**config.mk**
```make
export PLATFORM = sky130hd
export DESIGN_NAME = adc_serial_port
export DESIGN_NICKNAME = d
export VERILOG_FILES = /design/src/rtl/asp_pkg.sv /design/src/rtl/asp_pin_sampler.sv /design/src/rtl/asp_conv_timer.sv /design/src/rtl/asp_shifter.sv /design/src/rtl/adc_serial_port.sv
export SDC_FILE = /design/constraint.sdc
export NUM_CORES = 1
export LEC_CHECK = 0
export CAP_MARGIN = 20
export CORE_MARGIN = 3
export CORE_UTILIZATION = 51
export DETAILED_ROUTE_END_ITERATION = 7
export PLACE_DENSITY = 0.75
export REMOVE_ABC_BUFFERS = 1
export SLEW_MARGIN = 20
export SYNTH_ARGS = -nofsm -noshare
export SYNTH_HDL_FRONTEND = slang
export SYNTH_SLANG_ARGS = --single-unit
```
**constraint.sdc**
```tcl
create_clock -name clk -period 1.8 [get_ports clk]
set_input_delay 0.18 -clock clk [delete_from_list [all_inputs] [get_ports clk]]
set_output_delay 0.18 -clock clk [all_outputs]
set_load 0.1 [all_outputs]
```
**src/rtl/asp_pkg.sv**
```systemverilog
package asp_pkg;

    typedef enum logic [1:0] {
        ST_IDLE  = 2'd0,
        ST_CONV  = 2'd1,
        ST_READY = 2'd2
    } asp_state_e;

    typedef enum logic {
        MODE_CHAIN  = 1'b0,
        MODE_SELECT = 1'b1
    } asp_mode_e;

    typedef struct packed {
        logic cnv;
        logic sdi;
        logic sck;
    } pin_set_t;

    localparam logic START_LEVEL = 1'b0;

    // Chip-select readout is active when either select line is low.
    function automatic logic select_active(pin_set_t p);
        return (!p.cnv) || (!p.sdi);
    endfunction

endpackage

```
**src/rtl/asp_pin_sampler.sv**
```systemverilog
module asp_pin_sampler
    import asp_pkg::*;
(
    input  logic     clk,
    input  logic     rst,
    input  logic     cnv_pin,
    input  logic     sdi_pin,
    input  logic     sck_pin,
    output pin_set_t now_q,
    output pin_set_t prev_q,
    output logic     cnv_rise,
    output logic     sck_fall
);

    always_ff @(posedge clk) begin
        if (rst) begin
            now_q  <= '0;
            prev_q <= '0;
        end else begin
            now_q  <= '{cnv: cnv_pin, sdi: sdi_pin, sck: sck_pin};
            prev_q <= now_q;
        end
    end

    assign cnv_rise = now_q.cnv && !prev_q.cnv;
    assign sck_fall = !now_q.sck && prev_q.sck;

endmodule

```
**src/rtl/asp_conv_timer.sv**
```systemverilog
module asp_conv_timer #(
    parameter int CYCLES = 20
) (
    input  logic clk,
    input  logic rst,
    input  logic start,
    output logic done
);

    localparam int CW = $clog2(CYCLES + 1);
    localparam logic [CW-1:0] LAST = CW'(CYCLES - 1);

    logic [CW-1:0] cnt;
    logic          run;

    always_ff @(posedge clk) begin
        if (rst) begin
            cnt <= '0;
            run <= 1'b0;
        end else if (start) begin
            cnt <= '0;
            run <= 1'b1;
        end else if (run) begin
            if (cnt == LAST) begin
                run <= 1'b0;
            end else begin
                cnt <= cnt + 1'b1;
            end
        end
    end

    assign done = run && (cnt == LAST);

endmodule

```
**src/rtl/asp_shifter.sv**
```systemverilog
module asp_shifter
    import asp_pkg::*;
#(
    parameter int W = 16
) (
    input  logic         clk,
    input  logic         rst,
    input  logic         load,
    input  logic [W-1:0] load_data,
    input  logic         load_start,
    input  logic         shift,
    input  logic         ser_in,
    output logic         bit_out,
    output logic         start_pending
);

    logic [W-1:0] sr;

    always_ff @(posedge clk) begin
        if (rst) begin
            sr            <= '0;
            start_pending <= 1'b0;
        end else if (load) begin
            sr            <= load_data;
            start_pending <= load_start;
        end else if (shift) begin
            if (start_pending) begin
                start_pending <= 1'b0;
            end else begin
                sr <= {sr[W-2:0], ser_in};
            end
        end
    end

    assign bit_out = start_pending ? START_LEVEL : sr[W-1];

endmodule

```
**src/rtl/adc_serial_port.sv**
```systemverilog
module adc_serial_port
    import asp_pkg::*;
#(
    parameter int DATA_W      = 16,
    parameter int CONV_CYCLES = 20
) (
    input  logic              clk,
    input  logic              rst,
    input  logic              cnv_i,
    input  logic              sdi_i,
    input  logic              sck_i,
    input  logic [DATA_W-1:0] sample_i,
    output logic              sdo_o,
    output logic              sdo_oe_o
);

    pin_set_t   now_q;
    pin_set_t   prev_q;
    logic       cnv_rise;
    logic       sck_fall;
    logic       conv_done;
    asp_state_e state;
    asp_mode_e  mode_q;
    logic       chain_busy_q;
    logic       in_conv;
    logic       ready_now;
    logic       chain_ready;
    logic       port_sel;
    logic       load_en;
    logic       load_start;
    logic       shift_en;
    logic       ser_in;
    logic       bit_out;
    logic       start_pend;

    asp_pin_sampler u_pins (
        .clk      (clk),
        .rst      (rst),
        .cnv_pin  (cnv_i),
        .sdi_pin  (sdi_i),
        .sck_pin  (sck_i),
        .now_q    (now_q),
        .prev_q   (prev_q),
        .cnv_rise (cnv_rise),
        .sck_fall (sck_fall)
    );

    asp_conv_timer #(.CYCLES(CONV_CYCLES)) u_timer (
        .clk   (clk),
        .rst   (rst),
        .start (cnv_rise),
        .done  (conv_done)
    );

    // Mode and chain busy strap use pin levels from before the edge,
    // which gives the hold behaviour needed when sdi is tied to cnv.
    always_ff @(posedge clk) begin
        if (rst) begin
            state        <= ST_IDLE;
            mode_q       <= MODE_CHAIN;
            chain_busy_q <= 1'b0;
        end else if (cnv_rise) begin
            state        <= ST_CONV;
            mode_q       <= prev_q.sdi ? MODE_SELECT : MODE_CHAIN;
            chain_busy_q <= prev_q.sck;
        end else if (state == ST_CONV && conv_done) begin
            state <= ST_READY;
        end
    end

    assign in_conv     = (state == ST_CONV);
    assign ready_now   = (state == ST_READY);
    assign chain_ready = ready_now && (mode_q == MODE_CHAIN);
    assign port_sel    = (mode_q == MODE_CHAIN) || select_active(now_q);

    assign load_en    = in_conv && conv_done && !cnv_rise;
    assign load_start = (mode_q == MODE_SELECT) ? select_active(now_q)
                                                : chain_busy_q;
    assign shift_en   = ready_now && sck_fall && port_sel;
    assign ser_in     = (mode_q == MODE_CHAIN) ? now_q.sdi : 1'b0;

    asp_shifter #(.W(DATA_W)) u_shift (
        .clk           (clk),
        .rst           (rst),
        .load          (load_en),
        .load_data     (sample_i),
        .load_start    (load_start),
        .shift         (shift_en),
        .ser_in        (ser_in),
        .bit_out       (bit_out),
        .start_pending (start_pend)
    );

    assign sdo_oe_o = ready_now && port_sel;
    assign sdo_o    = sdo_oe_o ? bit_out : 1'b0;

endmodule

```
# [Yosys cells after proc, flatten, opt, wreduce, memory -nomap -nowiden]
# Index checks and enable logic that the tools add are counted.
# Widths: inputs -> output; s select.
[totals] mem_bits_rw=0 romBits=0 in_bits=21 latch_bits=0 n_memories=0 reg_bits=33 output_inout_bits=2 word_cells=56
[classes] div=0 add_sub_neg=1 n_mul=0 n_shift=0 n_reduce_logical=20 bitwise=2 magnitude_cmp=0 eq_ne=4 mux=15
[op_table] op="$mux 16" count=3
[op_table] op="$mux 1" count=12
[op_table] op="$logic_and 1x1->1" count=8
[op_table] op="$add 5x1->5 const B" count=1
[op_table] op="$eq 5x5->1 const B" count=1
[op_table] op="$logic_not 1->1" count=5
[op_table] op="$reduce_and 2->1" count=2
[op_table] op="$reduce_bool 2->1" count=2
[op_table] op="$eq 2x1->1 const B" count=1
[op_table] op="$eq 2x2->1 const B" count=1
[op_table] op="$logic_or 1x1->1" count=2
[op_table] op="$ne 2x2->1 const B" count=1
[op_table] op="$not 1->1" count=2
[op_table] op="$reduce_or 2->1" count=1

# [Logic depth before layout (Yosys ltp)]
[depth] word_depth=6 ltp_mapped=7 mapped_depth_nobuf=5

# [Cells and area by module]
# From an unflattened synthesis, not the netlist that was laid out.
[hier_totals] cells_unflattened=160 hier_area_um2=1555.2
[by_module_without_submodules] mod="asp_shifter" n_inst=1 seq_area_each_um2=340.3 area_per_inst_um2=887.1 cells_per_inst=95
[by_module_without_submodules] mod="asp_conv_timer" n_inst=1 seq_area_each_um2=120.1 area_per_inst_um2=301.5 cells_per_inst=30
[by_module_without_submodules] mod="adc_serial_port" n_inst=1 seq_area_each_um2=80.1 area_per_inst_um2=191.4 cells_per_inst=21
[by_module_without_submodules] mod="asp_pin_sampler" n_inst=1 seq_area_each_um2=120.1 area_per_inst_um2=175.2 cells_per_inst=14

# [Worst setup path after synthesis]
# Ideal clock, no wire load.
[synth_path] path_kind="register -> output" from="reg mode_q" to="out sdo_o" path_stages_with_launch=5 path_buffers=0 required_ns=1.620 slack_ns=-0.396 arrival_time_ns=2.016 cell_sequence="dfxtp_1 -> nand3_1 -> nand3b_1 -> inv_1 -> and3_1"
[synth_via] elab_chain_cells=4
[synth_rtl] element="start, declared" line="adc_serial_port.sv:23" source="asp_mode_e mode_q;"
[synth_rtl] element="start signal, assigned" line="adc_serial_port.sv:64" source="mode_q <= prev_q.sdi ? MODE_SELECT : MODE_CHAIN;"
[synth_rtl] element="$not 1->1"
[synth_rtl] element="$logic_or 1x1->1" line="adc_serial_port.sv:74" source="assign port_sel = (mode_q == MODE_CHAIN) || select_active(now_q);"
[synth_rtl] element="$logic_and 1x1->1" line="adc_serial_port.sv:94" source="assign sdo_oe_o = ready_now && port_sel;"
[synth_rtl] element="named net sdo_oe_o" line="adc_serial_port.sv:14" source="output logic sdo_oe_o"
[synth_rtl] element="$mux 1" line="adc_serial_port.sv:95" source="assign sdo_o = sdo_oe_o ? bit_out : 1'b0;"
[synth_rtl] element="end, declared" line="adc_serial_port.sv:13" source="output logic sdo_o,"
# The timed path passes the listed nets, and every way through them passes these cells.

# [Worst setup path in the final report]
[layout_path] from="reg mode_q" to="out sdo_o"
[layout_via] elab_chain_cells=4
[layout_rtl] element="$not 1->1"
[layout_rtl] element="$logic_or 1x1->1" line="adc_serial_port.sv:74"
[layout_rtl] element="$logic_and 1x1->1" line="adc_serial_port.sv:94"
[layout_rtl] element="$mux 1" line="adc_serial_port.sv:95"
# No other way between the ends.

==> results.cfg <==
[yosys]
syn_inst = 142
syn_area_um2 = 1380
synth_cell_type_count = 28
yosys.area.top_type_share_pct = 48.0
yosysTopAreaCell = dfxtp_1
ys_warn_count = 0
yosysSeqAreaShare_pct = 48.0
synth-seq-cells = 33
synth_area_per_cell_um2 = 9.69
synth.area.top_cells = dfxtp_1 48%, o221a_2 13%, a21oi_1 6.9%, inv_1 4.9%, nor2b_1 3.6%

[timing]
slew_viol_final = 0
max_slew_margin_pct = 80.9
hold_viol = 0
finClkSkew_ns = 0.00689
setup_viol = 0
setup_slack_ns = 0.162
fmax_ghz = 0.611
grt_setup_unrepaired = false
period_share_pct = 91.0
min_period_ns = 1.64
worstMarginPinSlew_ns = 0.286

[worst_hold_path]
holdPathStages = 2
hold_path.class = in2reg

[power]
p_per_area_nw_per_um2 = 741
p_total_w = 0.00127
ir_drop_uv = 547
total_leakage_power_nw = 0.697

[clock_network]
cts_hold_buf = 0
root_buffer = clkbuf_4
numClockSinks = 33
clockBufferDepth = 2
post_cts_resized = 0
clkTransAtPathRegs_ns = 0.09
postCtsSetupBuffers = 0
h-tree-depth = 2
clk_latency_ns = 0.33
cts-buffers-inserted = 5
cts_tree = built

[floorplanning]
core-area_um2 = 2520
die_height_um = 58.0
rows = 18
start_util_pct = 54.6
die_area_um2 = 3360
die_x_um = 58.0
ios = 23

[critical_path]
worst-path-stages = 5
cp.required_ns = 1.62
cp-end-kind = output port
crit_family = simple AND/OR/NAND/NOR gates
startpoint_type = register
slowest_stage = dfxtp_1
critPathKind = reg2out
arrival_ns = 1.46
path_max_fanout = 4
cp_slowest_stage_delay_ns = 0.38
crit_chain = nand3_1, nand3b_1, inv_1, and3_1, buf_12
crit_buf_inv = 2
reg2reg_depth = 6

[cells_and_area]
areaGrowthSynthToFinish_pct = 24.2
ff_latch_area_um2 = 662
num-fill-cells = 209
nets = 189
drive_gt1_share_pct = 21.0
multiInputGateArea_um2 = 598
antenna_cells = 0
fin_util_pct = 67.8

[global_routing]
grt_util_met2_pct = 29.5
track_usage_pct = 18.2
grt-busiest-layer = met2
overflow = 0
grt_pass1_wl_mm = 4.69
grt_pass1_vias = 1085
antenna_found_initial = 0
grt_max_degree = 28
use_met3_pct = 6.24
grt_use_met1_pct = 21.1

[flow_run]
cap_violations = 0

[drt]
drt_pass1_iterations = 4
via_per_inst = 5.51
drc = 0
antenna_left = 0
post_drt_wl_per_cell_um = 13.4
vias = 1085
drt_iter0_drc = 46
wl_mm = 2.63

[place]
io_buffers = 22
preCtsSetupSlack_ns = 0.0648
gp_congestion = 0.725
dp_hpwl_mm = 1.85

[status]
status = finished, final reports clean
## through the flow
stage,TNS [ns],hold slack [ns],cell area (um^2),std cells
floorplan,-11.18,0.249,1320,132
global placement,0,0.453,1640,190
finish,0,0.392,1710,197
detailed placement,0,0.467,1640,190
CTS,0,0.383,1690,197
global route,0,0.412,1710,197
## cells in the mapped netlist (all sizes together)
| cell | n |
|---|---|
| a211o | 1 |
| xor2 | 4 |
| or2 | 1 |
| nor4bb | 1 |
| buf | 5 |
| nand4b | 1 |
| nand3 | 3 |
| nand2 | 3 |
| nor2 | 11 |
| and3 | 1 |
| inv | 18 |
| o211ai | 1 |
| nand3b | 1 |
| nor3 | 1 |
| nand2b | 1 |
| mux2i | 2 |
| ha | 1 |
| dfxtp | 33 |
| nor2b | 8 |
| nor4 | 1 |
| nor3b | 1 |
| o221a | 16 |
| a21oi | 19 |
| nand4 | 2 |
| nand4bb | 1 |
| clkbuf | 5 |
## worst register-to-register path, cell delays in order, from the launching register on
cell and delay [ns]:
dfxtp_1 0.37, ha_2 0.23, nand4bb_4 0.17, nor4_4 0.27, nand2b_1 0.15, buf_6 0.17, o221a_2 0.20
## cell families after synthesis
kind of cell,share of synthesized area [%]
compound gates,21.2
xor+xnor,2.55
fa+ha+maj,0.909
buf+inv,9.36
flops,48.0
mux,1.45
simple gates,16.5
## sequential cells by signal, summed over array words and instances (netlist names)
register               count
u_timer.run                1
mode_q                     1
u_pins.now_q               3
u_timer.cnt                5
state                      2
u_shift.sr                16
u_shift.start_pending      1
chain_busy_q               1
u_pins.prev_q              3
## final cells by class
cell class,count,area share [%]
Sequential cell,33,38.7
Multi-Input combinational cell,81,35.0
Timing Repair Buffer,28,16.9
Inverter,18,3.95
Clock buffer,7,3.22
Tap cell,30,2.20
## cell usage in the layout (no fill, tap or decap), drive strengths merged
| cell type | count |
|---|---|
| nor3 | 1 |
| xor2 | 4 |
| mux2i | 2 |
| nor3b | 1 |
| a211o | 1 |
| or2 | 1 |
| nand4b | 1 |
| a21oi | 19 |
| nand2b | 1 |
| nand3b | 1 |
| and3 | 1 |
| nand2 | 3 |
| nor4 | 1 |
| ha | 1 |
| nand4 | 2 |
| inv | 18 |
| nand4bb | 1 |
| buf | 8 |
| o221a | 16 |
| clkdlybuf4s50 | 20 |
| clkbuf | 7 |
| o211ai | 1 |
| nor2 | 11 |
| nor4bb | 1 |
| nand3 | 3 |
| nor2b | 8 |
| dfxtp | 33 |
## power breakdown
group          leakage (nW)  switching, W  internal (W)
Clock                0.0314      0.000230      0.000184
Combinational         0.398     0.0000389     0.0000614
Sequential            0.268     0.0000105      0.000742
## metal layers
layer  share of wire (%)  wire [um]
met5                   0          0
met4                 2.3         61
met3                 5.5        144
met2                  48       1250
met1                  45       1170
## final timing paths
check,to,slack (ns),startpoint
hold / removal,u_pins.now_q[2],0.39,cnv_i
setup / recovery,sdo_o,0.16,mode_q
hold reg to reg,mode_q,0.48,u_pins.prev_q[1]
setup reg to reg,u_shift.sr[8],0.20,u_timer.cnt[1]
Power figures use the tool's default switching activity.
